===== config.mk =====
export PLATFORM = sky130hd
export DESIGN_NAME = page_xlate_cache
export DESIGN_NICKNAME = d
export VERILOG_FILES = /design/src/rtl/ptc_pkg.sv /design/src/rtl/ptc_store.sv /design/src/rtl/ptc_match.sv /design/src/rtl/ptc_victim.sv /design/src/rtl/page_xlate_cache.sv
export SDC_FILE = /design/constraint.sdc
export NUM_CORES = 2
export LEC_CHECK = 0
export CORE_UTILIZATION = 50
export CTS_BUF_LIST = sky130_fd_sc_hd__clkbuf_4
export CTS_CLUSTER_SIZE = 12
export DETAILED_ROUTE_END_ITERATION = 12
export DONT_BUFFER_PORTS = 1
export PLACE_DENSITY = 0.77
export SETUP_SLACK_MARGIN = 0.5
export SLEW_MARGIN = 20
export SYNTH_ARGS = -nofsm -noshare
export SYNTH_HDL_FRONTEND = slang
export SYNTH_SLANG_ARGS = --single-unit
export TNS_END_PERCENT = 20

===== constraint.sdc =====
create_clock -name clk -period 5.7 [get_ports clk]
set_clock_uncertainty 0.05 [all_clocks]
set_input_delay 1.14 -clock clk [delete_from_list [all_inputs] [get_ports clk]]
set_output_delay 1.14 -clock clk [all_outputs]
set_load 0.1 [all_outputs]

===== src/rtl/ptc_pkg.sv =====
package ptc_pkg;

    localparam int NUM_WAYS = 4;
    localparam int NUM_SETS = 8;
    localparam int LIN_W    = 32;
    localparam int OFF_W    = 12;
    localparam int VPN_W    = LIN_W - OFF_W;
    localparam int PFN_W    = 20;
    localparam int SET_W    = $clog2(NUM_SETS);
    localparam int WAY_W    = $clog2(NUM_WAYS);

    // test command register bit positions
    localparam int CMD_OP  = 0;
    localparam int CMD_WN  = 5;
    localparam int CMD_W   = 6;
    localparam int CMD_UN  = 7;
    localparam int CMD_U   = 8;
    localparam int CMD_DN  = 9;
    localparam int CMD_D   = 10;
    localparam int CMD_V   = 11;

    // test data register bit positions
    localparam int DAT_WAY_LO = 2;
    localparam int DAT_HIT    = 4;
    localparam logic [LIN_W-1:0] DATA_MASK =
        {{PFN_W{1'b1}}, {(LIN_W-PFN_W-DAT_HIT-1){1'b0}}, 1'b1,
         {WAY_W{1'b1}}, {DAT_WAY_LO{1'b0}}};

    typedef enum logic {
        TOP_WRITE  = 1'b0,
        TOP_SEARCH = 1'b1
    } test_op_e;

    typedef struct packed {
        logic [VPN_W-1:0] tag;
        logic             valid;
        logic             dirty;
        logic             usr;
        logic             wr;
        logic [PFN_W-1:0] pfn;
    } tlb_entry_t;

    // pair = {X, X#}: bit 1 allows a match on 1, bit 0 allows a match on 0
    function automatic logic pair_match(input logic [1:0] pr, input logic val);
        return (pr[1] & val) | (pr[0] & ~val);
    endfunction

endpackage


===== src/rtl/ptc_store.sv =====
module ptc_store
    import ptc_pkg::*;
(
    input  logic             clk,
    input  logic             rst,
    input  logic             flush,
    input  logic             wr_en,
    input  logic [SET_W-1:0] wr_set,
    input  logic [WAY_W-1:0] wr_way,
    input  tlb_entry_t       wr_ent,
    output tlb_entry_t       ent_o [NUM_SETS][NUM_WAYS]
);

    tlb_entry_t mem_q [NUM_SETS][NUM_WAYS];
    logic [NUM_SETS*NUM_WAYS-1:0] vbits;

    for (genvar s = 0; s < NUM_SETS; s++) begin : g_set
        for (genvar w = 0; w < NUM_WAYS; w++) begin : g_way
            always_ff @(posedge clk) begin
                if (rst) begin
                    mem_q[s][w] <= '0;
                end else if (flush) begin
                    mem_q[s][w].valid <= 1'b0;
                end else if (wr_en && wr_set == SET_W'(s) && wr_way == WAY_W'(w)) begin
                    mem_q[s][w] <= wr_ent;
                end
            end
            assign vbits[s*NUM_WAYS + w] = mem_q[s][w].valid;
        end
    end

    assign ent_o = mem_q;

    // a flush leaves no valid entry behind
    a_r6_flush_empties: assert property (@(posedge clk) disable iff (rst)
        flush |=> (vbits == '0));

endmodule


===== src/rtl/ptc_match.sv =====
module ptc_match
    import ptc_pkg::*;
(
    input  tlb_entry_t       row [NUM_WAYS],
    input  logic [VPN_W-1:0] tag,
    input  logic             want_valid,
    input  logic [1:0]       d_pr,
    input  logic [1:0]       u_pr,
    input  logic [1:0]       w_pr,
    output logic             hit,
    output logic [WAY_W-1:0] way
);

    logic [NUM_WAYS-1:0] way_hit;

    for (genvar w = 0; w < NUM_WAYS; w++) begin : g_cmp
        assign way_hit[w] = (row[w].tag == tag)
                          && (row[w].valid == want_valid)
                          && pair_match(d_pr, row[w].dirty)
                          && pair_match(u_pr, row[w].usr)
                          && pair_match(w_pr, row[w].wr);
    end

    always_comb begin
        hit = |way_hit;
        way = '0;
        for (int w = NUM_WAYS - 1; w >= 0; w--) begin
            if (way_hit[w]) way = WAY_W'(w);
        end
    end

endmodule


===== src/rtl/ptc_victim.sv =====
module ptc_victim
    import ptc_pkg::*;
(
    input  logic                clk,
    input  logic                rst,
    input  logic [SET_W-1:0]    set_i,
    input  logic [NUM_WAYS-1:0] valid_row,
    input  logic                dup_hit,
    input  logic [WAY_W-1:0]    dup_way,
    input  logic                commit,
    output logic [WAY_W-1:0]    way_o
);

    logic [WAY_W-1:0] ptr_q [NUM_SETS];
    logic             free_any;
    logic [WAY_W-1:0] free_way;
    logic             replace;

    always_comb begin
        free_any = ~&valid_row;
        free_way = '0;
        for (int w = NUM_WAYS - 1; w >= 0; w--) begin
            if (!valid_row[w]) free_way = WAY_W'(w);
        end
    end

    assign way_o   = dup_hit ? dup_way : (free_any ? free_way : ptr_q[set_i]);
    assign replace = commit && !dup_hit && !free_any;

    for (genvar s = 0; s < NUM_SETS; s++) begin : g_ptr
        always_ff @(posedge clk) begin
            if (rst) begin
                ptr_q[s] <= '0;
            end else if (replace && set_i == SET_W'(s)) begin
                ptr_q[s] <= (ptr_q[s] == WAY_W'(NUM_WAYS - 1)) ? '0 : ptr_q[s] + 1'b1;
            end
        end

        // a pointer moves only on a replacement in its own set
        a_r5_ptr_hold: assert property (@(posedge clk) disable iff (rst)
            !(replace && set_i == SET_W'(s)) |=> (ptr_q[s] == $past(ptr_q[s])));
    end

    // a fill into a set with room never lands on a valid entry
    a_r4_free_first: assert property (@(posedge clk) disable iff (rst)
        (commit && !dup_hit && free_any) |-> !valid_row[way_o]);

endmodule


===== src/rtl/page_xlate_cache.sv =====
module page_xlate_cache
    import ptc_pkg::*;
(
    input  logic             clk,
    input  logic             rst,
    input  logic             lk_req,
    input  logic [31:0]      lk_lin,
    input  logic             lk_wr,
    input  logic             lk_usr,
    output logic             lk_hit,
    output logic [31:0]      lk_phys,
    output logic             lk_fault,
    input  logic             fill_en,
    input  logic [19:0]      fill_vpn,
    input  logic [19:0]      fill_pfn,
    input  logic             fill_dirty,
    input  logic             fill_usr,
    input  logic             fill_wr,
    input  logic             flush,
    input  logic             tcmd_we,
    input  logic [31:0]      tcmd_wdata,
    input  logic             tdat_we,
    input  logic [31:0]      tdat_wdata,
    output logic [31:0]      tcmd_rdata,
    output logic [31:0]      tdat_rdata
);

    tlb_entry_t mem [NUM_SETS][NUM_WAYS];

    // ---------------- row selection ----------------
    logic [SET_W-1:0] lk_set, fl_set, ts_set;
    tlb_entry_t       lk_row [NUM_WAYS];
    tlb_entry_t       fl_row [NUM_WAYS];
    tlb_entry_t       ts_row [NUM_WAYS];
    logic [NUM_WAYS-1:0] fl_valid;

    assign lk_set = lk_lin[OFF_W +: SET_W];
    assign fl_set = fill_vpn[SET_W-1:0];
    assign ts_set = tcmd_wdata[OFF_W +: SET_W];

    always_comb begin
        for (int w = 0; w < NUM_WAYS; w++) begin
            lk_row[w]   = mem[lk_set][w];
            fl_row[w]   = mem[fl_set][w];
            ts_row[w]   = mem[ts_set][w];
            fl_valid[w] = mem[fl_set][w].valid;
        end
    end

    // ---------------- normal lookup ----------------
    logic             lk_m_hit;
    logic [WAY_W-1:0] lk_way;

    ptc_match u_lk_match (
        .row        (lk_row),
        .tag        (lk_lin[LIN_W-1:OFF_W]),
        .want_valid (1'b1),
        .d_pr       (2'b11),
        .u_pr       (2'b11),
        .w_pr       (2'b11),
        .hit        (lk_m_hit),
        .way        (lk_way)
    );

    assign lk_hit   = lk_req && lk_m_hit;
    assign lk_phys  = lk_hit ? {lk_row[lk_way].pfn, lk_lin[OFF_W-1:0]} : '0;
    assign lk_fault = lk_hit && lk_usr
                      && (!lk_row[lk_way].usr || (lk_wr && !lk_row[lk_way].wr));

    // ---------------- fill path ----------------
    logic             fl_dup;
    logic [WAY_W-1:0] fl_dup_way;
    logic [WAY_W-1:0] fl_way;
    logic             fl_commit;

    ptc_match u_fl_match (
        .row        (fl_row),
        .tag        (fill_vpn),
        .want_valid (1'b1),
        .d_pr       (2'b11),
        .u_pr       (2'b11),
        .w_pr       (2'b11),
        .hit        (fl_dup),
        .way        (fl_dup_way)
    );

    // ---------------- test port ----------------
    logic [31:0]      cmd_q, dat_q;
    logic             t_search, t_write;
    logic             ts_hit;
    logic [WAY_W-1:0] ts_way;
    logic [31:0]      ts_result;
    test_op_e         t_op;

    assign t_op     = test_op_e'(tcmd_wdata[CMD_OP]);
    assign t_search = tcmd_we && (t_op == TOP_SEARCH);
    assign t_write  = tcmd_we && (t_op == TOP_WRITE) && dat_q[DAT_HIT];

    ptc_match u_ts_match (
        .row        (ts_row),
        .tag        (tcmd_wdata[LIN_W-1:OFF_W]),
        .want_valid (tcmd_wdata[CMD_V]),
        .d_pr       ({tcmd_wdata[CMD_D], tcmd_wdata[CMD_DN]}),
        .u_pr       ({tcmd_wdata[CMD_U], tcmd_wdata[CMD_UN]}),
        .w_pr       ({tcmd_wdata[CMD_W], tcmd_wdata[CMD_WN]}),
        .hit        (ts_hit),
        .way        (ts_way)
    );

    always_comb begin
        ts_result          = dat_q;
        ts_result[DAT_HIT] = ts_hit;
        if (ts_hit) begin
            ts_result[LIN_W-1 -: PFN_W]      = ts_row[ts_way].pfn;
            ts_result[DAT_WAY_LO +: WAY_W]   = ts_way;
        end
    end

    always_ff @(posedge clk) begin
        if (rst) begin
            cmd_q <= '0;
            dat_q <= '0;
        end else begin
            if (tcmd_we) cmd_q <= tcmd_wdata;
            if (t_search)     dat_q <= ts_result;
            else if (tdat_we) dat_q <= tdat_wdata & DATA_MASK;
        end
    end

    assign tcmd_rdata = cmd_q;
    assign tdat_rdata = dat_q;

    // ---------------- write arbitration ----------------
    logic             st_we;
    logic [SET_W-1:0] st_set;
    logic [WAY_W-1:0] st_way;
    tlb_entry_t       st_ent;

    assign fl_commit = fill_en && !t_write && !flush;

    ptc_victim u_victim (
        .clk       (clk),
        .rst       (rst),
        .set_i     (fl_set),
        .valid_row (fl_valid),
        .dup_hit   (fl_dup),
        .dup_way   (fl_dup_way),
        .commit    (fl_commit),
        .way_o     (fl_way)
    );

    always_comb begin
        st_we  = t_write || fill_en;
        st_set = fl_set;
        st_way = fl_way;
        st_ent = '{tag: fill_vpn, valid: 1'b1, dirty: fill_dirty,
                   usr: fill_usr, wr: fill_wr, pfn: fill_pfn};
        if (t_write) begin
            st_set = ts_set;
            st_way = dat_q[DAT_WAY_LO +: WAY_W];
            st_ent = '{tag:   tcmd_wdata[LIN_W-1:OFF_W],
                       valid: tcmd_wdata[CMD_V],
                       dirty: tcmd_wdata[CMD_D],
                       usr:   tcmd_wdata[CMD_U],
                       wr:    tcmd_wdata[CMD_W],
                       pfn:   dat_q[LIN_W-1 -: PFN_W]};
        end
    end

    ptc_store u_store (
        .clk    (clk),
        .rst    (rst),
        .flush  (flush),
        .wr_en  (st_we),
        .wr_set (st_set),
        .wr_way (st_way),
        .wr_ent (st_ent),
        .ent_o  (mem)
    );

    // ---------------- assertions ----------------
    // supervisor accesses never fault
    a_r3_supervisor_clean: assert property (@(posedge clk) disable iff (rst)
        (lk_req && !lk_usr) |-> !lk_fault);

    // a miss drives no address and no fault
    a_r2_miss_quiet: assert property (@(posedge clk) disable iff (rst)
        !lk_hit |-> (lk_phys == '0 && !lk_fault));

    // the cycle after a flush every lookup misses
    a_r6_flush_misses: assert property (@(posedge clk) disable iff (rst)
        flush |=> !lk_hit);

    // undefined data register bits stay zero
    a_r9_data_fields: assert property (@(posedge clk) disable iff (rst)
        (tdat_rdata & ~DATA_MASK) == '0);

endmodule


# Word-level counts from Yosys, hierarchy flattened
# Memories as Yosys holds them, arrays and structs flattened.
# Cells that the tools add are included.
dict set report op_classes {
  multipliers 0
  n_bitwise 63
  n_shift 0
  n_eq_ne 42
  n_div 0
  n_addsub 8
  order_cmp 5
  n_reduce_logical 132
  muxes 83
}
# operator n
set op_table {}
lappend op_table {{176-bit binary-select mux with 3-bit select} 3}
lappend op_table {{176-bit 2-to-1 mux} 6}
lappend op_table {{20-bit == test} 12}
lappend op_table {{44-bit binary-select mux with 2-bit select} 2}
lappend op_table {{32-bit 2-to-1 mux} 3}
lappend op_table {{1-bit logical AND} 83}
lappend op_table {{2-bit 2-to-1 mux} 36}
lappend op_table {{2-bit AND reduction} 33}
lappend op_table {{20-bit 2-to-1 mux} 3}
lappend op_table {{22-bit 2-to-1 mux} 2}
lappend op_table {{44-bit 2-to-1 mux} 1}
lappend op_table {{1-bit 2-to-1 mux} 26}
lappend op_table {{1-bit AND} 24}
lappend op_table {{3-bit == test (second input constant)} 8}
lappend op_table {{2-bit == test (second input constant)} 10}
lappend op_table {{1-bit bitwise OR} 20}
lappend op_table {{2-bit by 1-bit adder with 2-bit output (second input constant)} 8}
lappend op_table {{1-bit inverter} 14}
lappend op_table {{3-bit by 2-bit == test with 1-bit output (second input constant)} 4}
lappend op_table {{4-bit >= comparator (second input constant)} 3}
lappend op_table {{3-bit inverter with 4-bit output} 3}
lappend op_table {{4-bit OR reduction} 3}
lappend op_table {{3-bit by 1-bit == test with 1-bit output (second input constant)} 2}
lappend op_table {{3-bit >= comparator (second input constant)} 2}
lappend op_table {{other kinds (12)} 22}
dict set report totals {
  word_cells 529
  latchBits 0
  rom_bits 0
  ff_bits 1463
  in_bits 148
  output_inout_bits 98
  mem_bits_rw 16
  memories 1
}
# name depth width rd rd_ports_with_merged_regs wr line_no
set memory_table {}
lappend memory_table {u_victim.ptr_q 8 2 9 0 8 ptc_victim.sv:14} ;# logic [WAY_W-1:0] ptr_q [NUM_SETS];

# Depth between registers and ports, before layout
dict set report depth {
  ltp_word 20
  mapped_depth 20
  ltp_nobuf 11
}

# Cells and area by module
# Synthesis repeated with hierarchy kept, for this count alone.
dict set report unflattened {
  hier_cells 7617
  hier_area_um2 93853.8
}
# mod area_per_inst_um2 seq_area_each_um2 cells_each instances
set by_module_without_submodules {}
lappend by_module_without_submodules {ptc_store 54287.1 28187.0 4789 1}
lappend by_module_without_submodules {page_xlate_cache 35126.2 1101.1 2327 1}
lappend by_module_without_submodules {ptc_match 1107.3 0.0 136 3}
lappend by_module_without_submodules {ptc_victim 1118.6 480.5 93 1}

# Worst setup path after synthesis
# OpenSTA, ideal clock, no wires.
dict set report synth_path {
  path_type {input port to output port}
  from {in lk_lin[13]}
  to {out lk_fault}
  path_buffers 6
  t_arrival_ps 6224
  cell_stages 15
  required_ps 4510
  path_slack_ps -1714
  path_cell_list {buf_2 buf_2 buf_1 clkbuf_1 buf_2 mux2i_1 xnor2_1 nor4_1 nand4_1 o31a_1 o21ba_2 clkbuf_1 mux2i_1 mux2i_1 nor3_1}
}
dict set report synth_between {
  elab_chain_cells 18
  word_cells_on_any_way 28
  cone_classes {eq/ne: 4; mux: 10; bitwise: 2; reduce/logical: 12}
}
# item line_no
set synth_lines {}
lappend synth_lines {{start: declaration} page_xlate_cache.sv:7} ;# input logic [31:0] lk_lin,
lappend synth_lines {{3-bit inverter with 4-bit output (implied by the code)} page_xlate_cache.sv:43} ;# lk_row[w] = mem[lk_set][w];
lappend synth_lines {{176-bit binary-select mux with 3-bit select} page_xlate_cache.sv:43}
lappend synth_lines {{176-bit 2-to-1 mux (implied by the code) (2 in a row)} page_xlate_cache.sv:43}
lappend synth_lines {{20-bit == test} ptc_match.sv:17} ;# assign way_hit[w] = (row[w].tag == tag)
lappend synth_lines {{1-bit logical AND} ptc_match.sv:18} ;# && (row[w].valid == want_valid)
lappend synth_lines {{2-bit 2-to-1 mux (4 in a row)} ptc_match.sv:28} ;# if (way_hit[w]) way = WAY_W'(w);
lappend synth_lines {{2-bit inverter with 3-bit output (implied by the code)} page_xlate_cache.sv:68} ;# && (!lk_row[lk_way].usr || (lk_wr && !lk_row[lk_way].wr));
lappend synth_lines {{44-bit binary-select mux with 2-bit select} page_xlate_cache.sv:68}
lappend synth_lines {{22-bit 2-to-1 mux (implied by the code) (2 in a row)} page_xlate_cache.sv:68}
lappend synth_lines {{1-bit logical NOT} page_xlate_cache.sv:68}
lappend synth_lines {{1-bit logical AND} page_xlate_cache.sv:68}
lappend synth_lines {{1-bit logical OR} page_xlate_cache.sv:68}
lappend synth_lines {{1-bit logical AND (*)} page_xlate_cache.sv:68}
lappend synth_lines {{end: declaration} page_xlate_cache.sv:12} ;# output logic lk_fault,
# Every way passes the cells marked *; elsewhere a longest branch is shown, timed or not. The select of a mux whose other input is x is not followed.

# Worst setup path in the final report
dict set report layout_path {
  from {reg u_store.mem_q (netlist bit u_store.ent_o[41])}
  to {out lk_fault}
}
dict set report layout_between {
  elab_chain_cells 17
  word_cells_on_any_way 21
  cone_classes {eq/ne: 1; mux: 10; bitwise: 1; reduce/logical: 9}
}
# item line_no
set layout_lines {}
lappend layout_lines {{start: declaration} ptc_store.sv:14} ;# tlb_entry_t mem_q [NUM_SETS][NUM_WAYS];
lappend layout_lines {{start signal: indexed assignment} ptc_store.sv:25} ;# mem_q[s][w] <= wr_ent;
lappend layout_lines {{176-bit binary-select mux with 3-bit select (*)} page_xlate_cache.sv:43}
lappend layout_lines {{176-bit 2-to-1 mux (implied by the code) (*) (2 in a row)} page_xlate_cache.sv:43}
lappend layout_lines {{20-bit == test (*)} ptc_match.sv:17}
lappend layout_lines {{1-bit logical AND (*)} ptc_match.sv:18}
lappend layout_lines {{2-bit 2-to-1 mux (4 in a row)} ptc_match.sv:28}
lappend layout_lines {{2-bit inverter with 3-bit output (implied by the code)} page_xlate_cache.sv:68}
lappend layout_lines {{44-bit binary-select mux with 2-bit select} page_xlate_cache.sv:68}
lappend layout_lines {{22-bit 2-to-1 mux (implied by the code) (2 in a row)} page_xlate_cache.sv:68}
lappend layout_lines {{1-bit logical NOT} page_xlate_cache.sv:68}
lappend layout_lines {{1-bit logical AND} page_xlate_cache.sv:68}
lappend layout_lines {{1-bit logical OR} page_xlate_cache.sv:68}
lappend layout_lines {{1-bit logical AND (*)} page_xlate_cache.sv:68}
# Marks and branches as above.

==> impl_metrics.csv <==
group,metric,value,unit
placed_design,place.gp.congestion,0.9970,
job,cap_violations,0,
floorplanning,dieWidth,416.4,um
critical_path,crit_path_start,"u_store.ent_o[41]$_SDFFE_PP0P_",
logic_synthesis,synth_edf_count,16,
drt,post-route-drc-count,0,
critical_path,rrSetupSlack,550,ps
power_and_ir_drop,p_comb_frac,0.082,
power_and_ir_drop,p_sw,5840,uW
sta,period_share,1.099,
logic_synthesis,synth_common_cells,"1783 x mux2i_1, 1463 x dfxtp_1, 1289 x nand2b_1, 685 x mux4_2, 476 x clkbuf_1",
sta,fin_ws,-562.2,ps
logic_synthesis,ys_ff_latch,1479,
drt,ant_nets,0,
critical_path,critical_path_class,"register to output port",
sta,worstMarginPinSlew,1395,ps
sta,tns,-14740,ps
logic_synthesis,synthDistinctLibCells,81,
finish,layout.cells.non_filler,10238,
power_and_ir_drop,switching_share,0.2718,
sta,min_period,6262,ps
drt,vias_per_cell,6.612,
logic_synthesis,async_reset_ff_frac,0,
clock_network,clkSlewWorstSetupHoldPaths,70,ps
sta,fmax,159.7,MHz
logic_synthesis,yosysMostFrequentCell,"mux2i_1",
finish,area_delta_synth_final,12.17,%
critical_path,crit_arrival,5070,ps
logic_synthesis,synthFlopType,"dfxtp_1",
floorplanning,start_util,0.5054,
clock_network,clockBufferDepth,4,
global_routing,grt_antenna_before_repair,14,
floorplanning,die_area,173400,um2
placed_design,post-place-cells,9501,
global_routing,grt_pass1_wl,442100,um
floorplanning,core-area,169800,um2
placed_design,pre_cts_ws,-232.6,ps
clock_network,cts_max_level,5,
clock_network,cts-root-buf,"clkbuf_4",
finish,final_core_util,0.5669,
clock_network,tritoncts,"done",
sta,setup_violations,34,
sta,hold_viol_final,0,
critical_path,worstPathMaxFanout,4,
global_routing,grt_max_degree,1463,
critical_path,endpoint_kind,"output port",
logic_synthesis,seq_area_frac_synth,0.3468,
worst_hold_path,min_path_type,"input port to register",
logic_synthesis,synth_area_leader_cell,"dfxtp_1",
logic_synthesis,synthCells,7690,
sta,maxSlewViolCount,0,
power_and_ir_drop,power_density,223.2,nW/um2
logic_synthesis,netlist.area_leader.share,0.3412,
outcome,status,"complete, but fails checks",
outcome,violations,"setup timing",
critical_path,crit_required,4510,ps
drt,routed_wl,302700,um
drt,wl_per_cell,29.57,um
placed_design,io_buffers,0,
logic_synthesis,ys_warn_count,0,
floorplanning,io_pins,246,
finish,drive_gt1_frac,0.2444,
sta,slew_headroom,0.06996,
drt,via_count,67691,
clock_network,cts_buffers,392,
logic_synthesis,synthTopCellsByArea,"dfxtp_1 34%, mux2i_1 21%, mux4_2 18%",
floorplanning,die_y,416.4,um
drt,initialDrtViolationCount,8862,
placed_design,dp.final_hpwl,188700,um
power_and_ir_drop,ir_drop,265.9,uV
critical_path,reg2reg_from,"u_store.ent_o[822]$_SDFFE_PP0P_",
floorplanning,row_count,151,
sta,rsz0062_at_grt,"true",
power_and_ir_drop,leakage,0.03990,uW
finish,n_fill_cell,13835,
worst_hold_path,min_from,"tdat_wdata[3]",
clock_network,cts.sinks,1479,
power_and_ir_drop,intPower,15650,uW
global_routing,gr-total-overflow,0,
finish,layout.nets,7915,
global_routing,grtUsageTotal,0.3394,
logic_synthesis,syn_area,85850,um2
power_and_ir_drop,clkPwrFrac,0.422,
global_routing,grt_pass1_vias,67301,
logic_synthesis,syn_area_per_cell,11.16,um2
critical_path,critPathLaunchType,"register",
drt,drt_pass1_iterations,8,
power_and_ir_drop,p_seq_frac,0.495,
clock_network,clk_latency,1450,ps
-- registers in the layout, indices dropped and copies added, names as in the netlist --
signal	count
tdat_rdata	23
u_victim.ptr_q	16
tcmd_rdata	32
u_store.ent_o	1408
-- final cells by class --
| type | instances | area (um2) | share of cell area |
|---|---|---|---|
| Antenna cell | 14 | 35.03 | 0.0003638 |
| Clock buffer | 532 | 3994 | 0.04148 |
| Clock inverter | 109 | 514.2 | 0.005340 |
| Inverter | 59 | 227.7 | 0.002365 |
| Multi-Input combinational cell | 5323 | 52940 | 0.5498 |
| Sequential cell | 1479 | 29780 | 0.3093 |
| Tap cell | 2218 | 2775 | 0.02882 |
| Timing Repair Buffer | 504 | 6026 | 0.06258 |
-- through the flow --
stage	cell area, um2	hold WS (ps)	total power (uW)
after floorplan	86600	379.8	12340
after global placement	90400	398.2	12350
after detailed placement	90420	407.9	12370
after CTS	95840	15.14	21320
after global routing	96280	39.57	22120
final	96290	78.75	21490
-- path summary, 6_finish.rpt --
path / end / depth (start not counted)
worst max-delay path: lk_fault / 14
worst min-delay path: tdat_rdata[3]$_SDFFE_PP0P_ / 4
worst max register to register: u_store.ent_o[1092]$_SDFFE_PP0P_ / 13
worst min register to register: u_store.ent_o[860]$_SDFFE_PP0P_ / 2
-- layer usage --
metal | GRT usage | wire length (um) | vias to the layer above
met4 | 0.2537 | 25720 | 4
met2 | 0.5078 | 132300 | 4352
met1 | 0.4177 | 109800 | 33681
met3 | 0.09355 | 34890 | 1280
met5 | 0 | 37 | -
li1 | - | - | 28374
-- kinds of logic (layout without fill, tap and decap cells) --
family,after synthesis,after routing,share of synthesized area
mux,2541,2541,0.3975
flops,1479,1479,0.3468
other cells,1,23,0.00004368
fa+ha+maj,8,8,0.001166
xor+xnor,208,208,0.02122
compound gates,614,614,0.04923
buf+inv,896,1204,0.04797
simple gates,1943,1943,0.1361
-- worst max-delay path, stage by stage (launching register included) --
cell and delay [ps]:
dfxtp_1 340, mux4_2 480, mux2i_2 220, xnor2_2 200, nor4_2 170, buf_4 180, nand4_1 240, nor3_2 230
o31a_1 270, o21ba_4 260, mux2i_2 270, mux2i_1 150, buf_4 200, nor3_4 220, buf_12 200
-- power groups by stage --
stage / clock (uW) / combinational, uW / sequential, uW
CTS: 9120 / 1560 / 10600
finish: 9080 / 1770 / 10600
global placement: 0 / 1480 / 10900
global route: 9700 / 1780 / 10600
floorplan: 0 / 1470 / 10900
detailed placement: 0 / 1500 / 10900
-- repair_timing --
item                                    4_1_cts  5_1_grt
hold endpoints to repair                     57        0
setup buffers                                 3        4
pin swaps                                     9       12
hold buffers                                 65        0
resized for setup                            46       37
endpoints found under the setup margin       34       34
cloned                                        2        2
-- cell usage in the layout, fill, tap and decap left out, types with 14 or more instances in the layout --
master and instances:
a221oi_1 20, o21a_1 20, dfxtp_1 1452, o21ai_0 54
a21o_1 15, o22a_1 16, o311ai_0 16, mux2i_2 30
nand4_1 26, nor2_1 80, inv_1 54, diode_2 14
nor3b_1 55, or4_1 17, nand3_1 32, buf_12 148
edfxtp_1 16, nand2b_1 1289, a21o_2 27, mux2_2 70
clkinv_1 82, o221ai_4 20, buf_4 276, o41ai_1 16
clkbuf_4 532, and3b_1 37, nor4_1 51, dlygate4sd3_1 64
xnor2_1 145, a31oi_1 15, mux2i_1 1751, a21oi_1 147
nand2_1 188, xor2_1 60, mux4_2 685, clkinv_2 24
nor3_1 23, o22ai_1 51, a22oi_1 82
No activity file was read; power rests on OpenSTA's default activity.
